[src/rtl/sem_pkg.sv]
package sem_pkg;

  typedef enum logic [1:0] {
    OWN_NONE = 2'd0,
    OWN_LFT  = 2'd1,
    OWN_RGT  = 2'd2
  } owner_e;

  // Read-back bit for one port: 0 when that port holds the flag, else 1.
  function automatic logic held_bit(owner_e o, logic is_rgt);
    logic mine;
    mine = is_rgt ? (o == OWN_RGT) : (o == OWN_LFT);
    return ~mine;
  endfunction

endpackage

[src/rtl/sem_port_dec.sv]
module sem_port_dec #(
  parameter int ADDR_W  = 16,
  parameter int DATA_W  = 8,
  parameter int NUM_SEM = 8,
  localparam int IDX_W  = $clog2(NUM_SEM)
) (
  input  logic               sel,
  input  logic               mem_en,
  input  logic               we,
  input  logic [ADDR_W-1:0]  addr,
  input  logic [DATA_W-1:0]  wdata,
  output logic               rd,
  output logic [IDX_W-1:0]   idx,
  output logic [NUM_SEM-1:0] req_vec,
  output logic [NUM_SEM-1:0] rel_vec
);
  logic acc, wr;
  logic unused_bits;

  assign acc = sel & ~mem_en;
  assign wr  = acc & we;
  assign rd  = acc & ~we;
  assign idx = addr[IDX_W-1:0];
  assign unused_bits = ^{addr[ADDR_W-1:IDX_W], wdata[DATA_W-1:1]};

  for (genvar g = 0; g < NUM_SEM; g++) begin : g_dec
    assign req_vec[g] = wr & ~wdata[0] & (idx == IDX_W'(g));
    assign rel_vec[g] = wr &  wdata[0] & (idx == IDX_W'(g));
  end
endmodule

[src/rtl/sem_cell.sv]
module sem_cell
  import sem_pkg::*;
(
  input  logic   clk,
  input  logic   rst_n,
  input  logic   req_l,
  input  logic   rel_l,
  input  logic   req_r,
  input  logic   rel_r,
  input  logic   pick_r,
  output owner_e owner,
  output logic   tie
);
  owner_e own_q, own_d;
  logic   pl_q, pl_d, pr_q, pr_d;

  always_comb begin
    own_d = own_q;
    pl_d  = pl_q;
    pr_d  = pr_q;
    tie   = 1'b0;
    unique case (own_q)
      OWN_LFT: begin
        pl_d = 1'b0;
        if (rel_l) begin
          pr_d  = 1'b0;
          own_d = ((pr_q | req_r) & ~rel_r) ? OWN_RGT : OWN_NONE;
        end else if (req_r) begin
          pr_d = 1'b1;
        end else if (rel_r) begin
          pr_d = 1'b0;
        end
      end
      OWN_RGT: begin
        pr_d = 1'b0;
        if (rel_r) begin
          pl_d  = 1'b0;
          own_d = ((pl_q | req_l) & ~rel_l) ? OWN_LFT : OWN_NONE;
        end else if (req_l) begin
          pl_d = 1'b1;
        end else if (rel_l) begin
          pl_d = 1'b0;
        end
      end
      default: begin
        pl_d = 1'b0;
        pr_d = 1'b0;
        if (req_l & req_r) begin
          tie   = 1'b1;
          own_d = pick_r ? OWN_RGT : OWN_LFT;
          pl_d  = pick_r;
          pr_d  = ~pick_r;
        end else if (req_l) begin
          own_d = OWN_LFT;
        end else if (req_r) begin
          own_d = OWN_RGT;
        end
      end
    endcase
  end

  always_ff @(posedge clk or negedge rst_n) begin
    if (!rst_n) begin
      own_q <= OWN_NONE;
      pl_q  <= 1'b0;
      pr_q  <= 1'b0;
    end else begin
      own_q <= own_d;
      pl_q  <= pl_d;
      pr_q  <= pr_d;
    end
  end

  assign owner = own_q;
endmodule

[src/rtl/sem_tiebreak.sv]
module sem_tiebreak (
  input  logic clk,
  input  logic rst_n,
  input  logic any_tie,
  output logic pick_r
);
  always_ff @(posedge clk or negedge rst_n) begin
    if (!rst_n)       pick_r <= 1'b0;
    else if (any_tie) pick_r <= ~pick_r;
  end
endmodule

[src/rtl/sem_bank.sv]
module sem_bank
  import sem_pkg::*;
#(
  parameter int ADDR_W  = 16,
  parameter int DATA_W  = 8,
  parameter int NUM_SEM = 8
) (
  input  logic              clk,
  input  logic              rst_n,
  input  logic              lft_sel,
  input  logic              lft_mem_en,
  input  logic              lft_we,
  input  logic [ADDR_W-1:0] lft_addr,
  input  logic [DATA_W-1:0] lft_wdata,
  output logic [DATA_W-1:0] lft_rdata,
  input  logic              rgt_sel,
  input  logic              rgt_mem_en,
  input  logic              rgt_we,
  input  logic [ADDR_W-1:0] rgt_addr,
  input  logic [DATA_W-1:0] rgt_wdata,
  output logic [DATA_W-1:0] rgt_rdata
);
  localparam int IDX_W = $clog2(NUM_SEM);

  logic               rd_l, rd_r;
  logic [IDX_W-1:0]   idx_l, idx_r;
  logic [NUM_SEM-1:0] req_l_vec, rel_l_vec, req_r_vec, rel_r_vec;
  logic [NUM_SEM-1:0] tie_vec, own_l_vec, own_r_vec;
  owner_e             owner_q [NUM_SEM];
  logic               tie_evt, pick_r;

  sem_port_dec #(.ADDR_W(ADDR_W), .DATA_W(DATA_W), .NUM_SEM(NUM_SEM)) u_dec_l (
    .sel(lft_sel), .mem_en(lft_mem_en), .we(lft_we), .addr(lft_addr),
    .wdata(lft_wdata), .rd(rd_l), .idx(idx_l), .req_vec(req_l_vec), .rel_vec(rel_l_vec)
  );

  sem_port_dec #(.ADDR_W(ADDR_W), .DATA_W(DATA_W), .NUM_SEM(NUM_SEM)) u_dec_r (
    .sel(rgt_sel), .mem_en(rgt_mem_en), .we(rgt_we), .addr(rgt_addr),
    .wdata(rgt_wdata), .rd(rd_r), .idx(idx_r), .req_vec(req_r_vec), .rel_vec(rel_r_vec)
  );

  for (genvar g = 0; g < NUM_SEM; g++) begin : g_cell
    sem_cell u_cell (
      .clk(clk), .rst_n(rst_n),
      .req_l(req_l_vec[g]), .rel_l(rel_l_vec[g]),
      .req_r(req_r_vec[g]), .rel_r(rel_r_vec[g]),
      .pick_r(pick_r), .owner(owner_q[g]), .tie(tie_vec[g])
    );
    assign own_l_vec[g] = (owner_q[g] == OWN_LFT);
    assign own_r_vec[g] = (owner_q[g] == OWN_RGT);
  end

  assign tie_evt = |tie_vec;

  sem_tiebreak u_tb (.clk(clk), .rst_n(rst_n), .any_tie(tie_evt), .pick_r(pick_r));

  assign lft_rdata = rd_l ? {DATA_W{held_bit(owner_q[idx_l], 1'b0)}} : '1;
  assign rgt_rdata = rd_r ? {DATA_W{held_bit(owner_q[idx_r], 1'b1)}} : '1;
endmodule

[config.mk]
export PLATFORM = sky130hd
export DESIGN_NAME = sem_bank
export DESIGN_NICKNAME = d
export VERILOG_FILES = /design/src/rtl/sem_pkg.sv /design/src/rtl/sem_port_dec.sv /design/src/rtl/sem_cell.sv /design/src/rtl/sem_tiebreak.sv /design/src/rtl/sem_bank.sv
export SDC_FILE = /design/constraint.sdc
export NUM_CORES = 1
export LEC_CHECK = 0
export ABC_AREA = 0
export BUFFER_PORTS_ARGS = -buffer_cell sky130_fd_sc_hd__buf_2
export CORE_MARGIN = 4
export CORE_UTILIZATION = 30
export DETAILED_ROUTE_END_ITERATION = 8
export GPL_TIMING_DRIVEN = 0
export PLACE_DENSITY = 0.45
export SYNTH_ARGS = -nofsm -noshare
export SYNTH_HDL_FRONTEND = slang
export SYNTH_HIERARCHICAL = 1
export SYNTH_SLANG_ARGS = --single-unit
[constraint.sdc]
create_clock -name clk -period 3.15 [get_ports clk]
set_input_delay 0.945 -clock clk [delete_from_list [all_inputs] [get_ports clk]]
set_output_delay 0.945 -clock clk [all_outputs]
set_load 0.01 [all_outputs]
Word-level counts from Yosys, hierarchy flattened
Cells that the tools add are included.
Word-level totals
  flip-flop bits (word level): 33
  input bits: 56
  output and inout port bits: 16
  logic and storage cells: 396
Cells by class
  $lt $le $gt $ge: 2
  equality and inequality tests: 64
  mux-type cells: 169
  bitwise operators: 109
  reductions and logical operators: 27
Operators by type and width (number)
  $mux W2: 53
  $mux W1: 88
  $and A1 B1 Y1: 66
  $ne A4 B1 Y1 const B: 16
  $reduce_bool A5 Y1: 8
  $ne A2 B1 Y1 const B: 16
  $pmux W1 S2: 16
  $pmux W2 S2: 8
  $not A1 Y1: 25
  $eq A3 B3 Y1 const B: 8
  $reduce_and A3 Y1: 8
  $eq A2 B1 Y1 const B: 9
  $eq A2 B2 Y1 const B: 9
  $mux W8: 2
  $or A1 B1 Y1: 16
  $reduce_or A2 Y1: 8
  $bmux W2 S3: 2
  $eq A3 B2 Y1 const B: 4
  $ge A4 B4 Y1 const B: 2
  $not A3 Y4: 2
  $reduce_or A8 Y1: 1
  $eq A3 B1 Y1 const B: 2
  $logic_not A3 Y1: 2

Depth between registers and ports, before layout
  depth after elaboration: 10
  mapped depth: 7
  mapped depth without buffers: 6

Cells and area by module
The synthesis kept the hierarchy.
Modules (own cells, without submodules)
  sem_cell: instances 8, cells an instance 34, area each 314.1 um^2, seq. area each 100.1 um^2
  sem_port_dec: instances 2, cells an instance 33, area each 214.0 um^2, seq. area each 0.0 um^2
  sem_bank: instances 1, cells an instance 49, area each 329.1 um^2, seq. area each 0.0 um^2
  sem_tiebreak: instances 1, cells an instance 2, area each 33.8 um^2, seq. area each 25.0 um^2

Worst setup path after synthesis
No wires, ideal clock.
  path kind: input -> output
  start: input rgt_addr[0]
  end: output rgt_rdata[1]
  data arrival time: 2.221 ns
  slack: -0.016 ns
  cell stages on the path: 6
  buffers on the path: 3
  cells stage by stage: buf_4 -> buf_2 -> a311oi_1 -> a21oi_1 -> o211ai_1 -> buf_4
On the way
  word-level cells in the longest chain between the ends: 7
RTL lines
  start: declaration: line sem_bank.sv:19  | input logic [ADDR_W-1:0] rgt_addr,
  $not A3 Y4 (not written as such): line sem_bank.sv:58  | assign rgt_rdata = rd_r ? {DATA_W{held_bit(owner_q[idx_r], 1'b1)}} : '1;
  $bmux W2 S3: line sem_bank.sv:58
  $mux W2 (not written as such) (2 in a row): line sem_bank.sv:58
  $eq A2 B2 Y1: line sem_pkg.sv:12  | mine = is_rgt ? (o == OWN_RGT) : (o == OWN_LFT);
  $not A1 Y1: line sem_pkg.sv:13  | return ~mine;
  $mux W8: line sem_bank.sv:58
  end: declaration: line sem_bank.sv:21  | output logic [DATA_W-1:0] rgt_rdata
Every way passes these cells. The select of a mux whose other input is x is not followed.

Worst setup path in the final report
  start: input rgt_addr[0]
  end: output rgt_rdata[2]
Same word-level chain as after synthesis.

==> summary.md <==
| Metric | Value |
|---|---|
| Max-Cap Viols | `0` |
| CP max stage delay | `between 0.2 and 0.3 ns` |
| Antenna cells | `0` |
| CP max FO | `8` |
| Cell Pwr Density | `slightly above 700 mW/mm^2` |
| Post-layout util | `0.356` |
| Peak VDD IR | `roughly 260 uV` |
| Startpoint Class | `input port` |
| Layout cell share with drive strength beyond 1 | `0.261` |
| Yosys Warn Count | `6` |
| Status | `finished, final reports clean` |
| Critical path required time | `2.20 ns` |
| Clock sink count | `33` |
| WP buf/inv | `6` |
| Rows | `38` |
| Period utilisation layout | `0.986` |
| Port Buf Inserts | `27` |
| Hold Path Cell Cnt | `2` |
| R2r endpoint | `u_tb/pick_r$_DFFE_PN0P_` |
| Min cycle time layout | `between 3 and 4 ns` |
| Skew final | `0.00846 ns` |
| Root buf cell | `clkbuf_8` |
| Worst min-delay path class | `reg2reg` |
| Synthesized area per cell | `roughly 8.5 sq um` |
| Post-CTS Hold Buffers | `0` |
| Setup ws final | `0.0442 ns` |
| GP Congestion | `~0.82` |
| Synth cell types | `36` |
| Post-DR wirelength/cell | `16.2 um` |
| CTS tree | `done` |
| RSZ-0062 raised after global routing | `true` |
| Max-slew headroom | `0.344` |
| Hpwl dp | `approximately 6700 um` |
| Worst slew pin tran | `approximately 1 ns` |
| Post-route ant nets | `0` |
| Initial antenna violation count | `0` |
| Die area | `approximately 0.013 sq mm` |
| Grt total ovfl | `0` |
| Post-synthesis async set-or-reset flop share | `1.00` |
| Post-synth EDFFs | `0` |
| Final setup fails | `0` |
| Hold Violations, Final | `0` |
| Setup Slack @ Placement | `-0.359 ns` |
| Die Height | `113 um` |
| Crit Path Class | `in2out` |
| Critical-path cell list | `buf_8 > buf_6 > buf_4 > a311oi_1 > o21ai_1 > o211ai_1 > buf_4 > buf_6 > buf_6` |
| Final Max Slew Viols | `0` |
| Post-Syn Nets | `461` |
| Crit-path slowest cell | `a311oi_1` |
| Core area | `roughly 0.011 sq mm` |
| R2r setup slk | `1.15 ns` |
| CTS Buf Count | `5` |
| Via Count | `about 3000` |
| Worst hold endpoint | `g_cell[4].u_cell/owner[1]$_DFFE_PN0P_` |
| Cell mode on critical path | `buf_6` |
| First-pass GRT wire length | `approximately 15000 um` |
| CTS max path bufs | `2` |
| Ys flop type | `dfrtp_1` |
| Cell family with most CP delay | `buffers and inverters` |
| Nets | `between 400 and 500` |
| # IOs | `72` |
| Filler cells | `roughly 1100` |
| Worst skew pair latency | `about 0.29 ns` |
| Vias in the first global route | `around 2900` |
| Critical Path End Type | `output port` |
| Reg clk slew, reported paths | `0.08 ns` |
| DR iter-0 viols | `roughly 170` |
| Pin count of the biggest net entering global routing | `34` |
| Overall global routing resource usage | `0.148` |
| Worst path arrival time | `about 2.2 ns` |
| Die Wd | `~110 um` |
| Sequential-to-total area share from yosys stat | `0.250` |
| Post-synthesis cell area | `around 0.0033 sq mm` |
| Starting Density | `0.306` |
| Worst r2r src | `g_cell[3].u_cell/owner[0]$_DFFE_PN0P_` |
| #FFs+latches synth | `33` |
| Residual DRC count | `0` |
| FF-to-FF path depth | `6` |
| Fmax | `roughly 0.32 GHz` |
| Hold Crit Start | `g_cell[4].u_cell/owner[1]$_DFFE_PN0P_` |
| Vias per inst | `approximately 5.2` |
| Htree depth | `2` |
| Drt pass-1 iters | `4` |
| Mapped Cells | `slightly below 400` |
| Post-Route WL | `between 9000 and 10000 um` |
| Area growth, synth to finish | `16.3%` |
| Leak Pwr | `roughly 1.6 nW` |
timing repair:
| item | in CTS | in global routing |
|---|---|---|
| resized for setup | 17 | 18 |
| buffers inserted | 1 | 2 |
| setup endpoints to repair | 16 | 11 |
| pin swaps | 6 | 4 |
per-stage QoR:
| stage | std cells | instance area, sq um | hold slack, ns | total power, mW | setup TNS, ns |
|---|---|---|---|---|---|
| after CTS | 560 | 3740 | 0.610 | 2.79 | 0 |
| after detailed placement | 556 | 3610 | 0.594 | 2.43 | -4.42 |
| after global placement | 556 | 3610 | 0.596 | 2.41 | -3.94 |
| final | 562 | 3840 | 0.601 | 2.76 | 0 |
| after floorplan | 389 | 3300 | 0.531 | 2.06 | 0 |
| after global routing | 562 | 3840 | 0.652 | 3.05 | -0.0621 |
how the worst max path moves through the flow:
| stage | slack [ns] | depth (start not counted) | to | start |
|---|---|---|---|---|
| global placement | -0.32 | 9 | rgt_rdata[7] | rgt_addr[0] |
| finish | 0.04 | 9 | rgt_rdata[2] | rgt_addr[0] |
| detailed placement | -0.36 | 9 | rgt_rdata[6] | rgt_addr[0] |
| global route | -0.01 | 9 | rgt_rdata[2] | rgt_addr[0] |
| floorplan | 0.007 | 7 | rgt_rdata[1] | rgt_addr[0] |
| CTS | 0.02 | 8 | rgt_rdata[6] | rgt_addr[0] |
registers in the layout (all words and copies together) (netlist names):
signal	flops
g_cell.u_cell/pr_q	8
g_cell.u_cell/owner	16
g_cell.u_cell/pl_q	8
u_tb/pick_r	1
layer usage:
metal / up-vias / routed length (um) / GRT usage
li1: 1468 / - / -
met1: 1402 / 4490 / 0.208
met2: 58 / 4090 / 0.231
met3: 5 / 456 / 0.0283
met4: 0 / 80 / 0.0441
met5: - / 0 / 0
cell families (layout without fill, tap and decap cells):
| family | Yosys count | count (layout) | synth area share |
|---|---|---|---|
| xor+xnor | 1 | 1 | 0.00265 |
| buf+inv | 77 | 110 | 0.120 |
| simple gates | 169 | 169 | 0.353 |
| flops | 33 | 33 | 0.250 |
| fa+ha+maj | 16 | 16 | 0.0606 |
| compound gates | 93 | 93 | 0.214 |
cell usage in the layout, fill, tap and decap left out, types with 2 or more instances in the layout:
master	synthesis	layout
inv_1	47	47
nor2_1	37	37
dfrtp_1	33	33
nand2_1	27	27
buf_6	3	26
o31ai_1	24	24
buf_2	7	22
a21oi_1	17	17
nor2b_4	16	16
o31a_1	16	16
a22o_1	16	16
ha_1	16	16
nor3_1	12	12
nor4_2	10	10
nand4b_1	9	9
and3_2	8	8
or3_1	8	8
nor4b_1	8	8
a2bb2oi_1	8	8
buf_4	20	8
nand3b_1	6	6
clkbuf_8	0	5
nor4_1	4	4
nor3b_1	7	4
nor2_2	4	4
nand2b_1	4	4
a311oi_1	3	3
nor3b_2	0	3
a31oi_1	3	3
o311a_1	2	2
o211ai_1	2	2
nand4b_2	2	2
nand4bb_1	2	2
or3b_4	2	2
nand3_1	3	2
power by group:
group | switching (mW) | leakage, nW | internal [mW]
logic | 0.874 | 1.16 | 0.830
registers | 0.166 | 0.424 | 0.576
clock network | 0.172 | 0.0399 | 0.146
total | 1.21 | 1.62 | 1.55
final cells by class:
class                      instances  area, sq um  share of cell area
multi-input combinational        279         2110               0.550
sequential                        33          826               0.215
timing repair buffer              30          226              0.0589
clock buffer                       5         68.8              0.0179
clock inverter                     1         5.00             0.00130
tap                              140          175              0.0456
buffer                            27          251              0.0655
inverter                          47          176              0.0459
cells in the mapped netlist, types with 4 or more instances:
cell	number	area, sq um
nor3_1	12	60.1
nor2_2	4	25.0
buf_4	20	150
nor4b_1	8	70.1
nor2b_4	16	220
a2bb2oi_1	8	70.1
buf_2	7	35.0
dfrtp_1	33	826
inv_1	47	176
nand4b_1	9	78.8
o31ai_1	24	180
nand3b_1	6	45.0
nor3b_1	7	52.6
ha_1	16	200
a21oi_1	17	85.1
nor4_2	10	125
or3_1	8	50.1
a22o_1	16	140
nor4_1	4	25.0
nand2_1	27	101
o31a_1	16	140
nor2_1	37	139
and3_2	8	60.1
nand2b_1	4	25.0
worst reg2reg max path: stages (launching register included):
cell and delay (ns):
dfrtp_1 0.43, inv_1 0.08, ha_1 0.39, and3_2 0.28
nor4_1 0.40, nand2_1 0.11, xor2_1 0.15
Note: power is estimated with default switching activity, not from simulation.
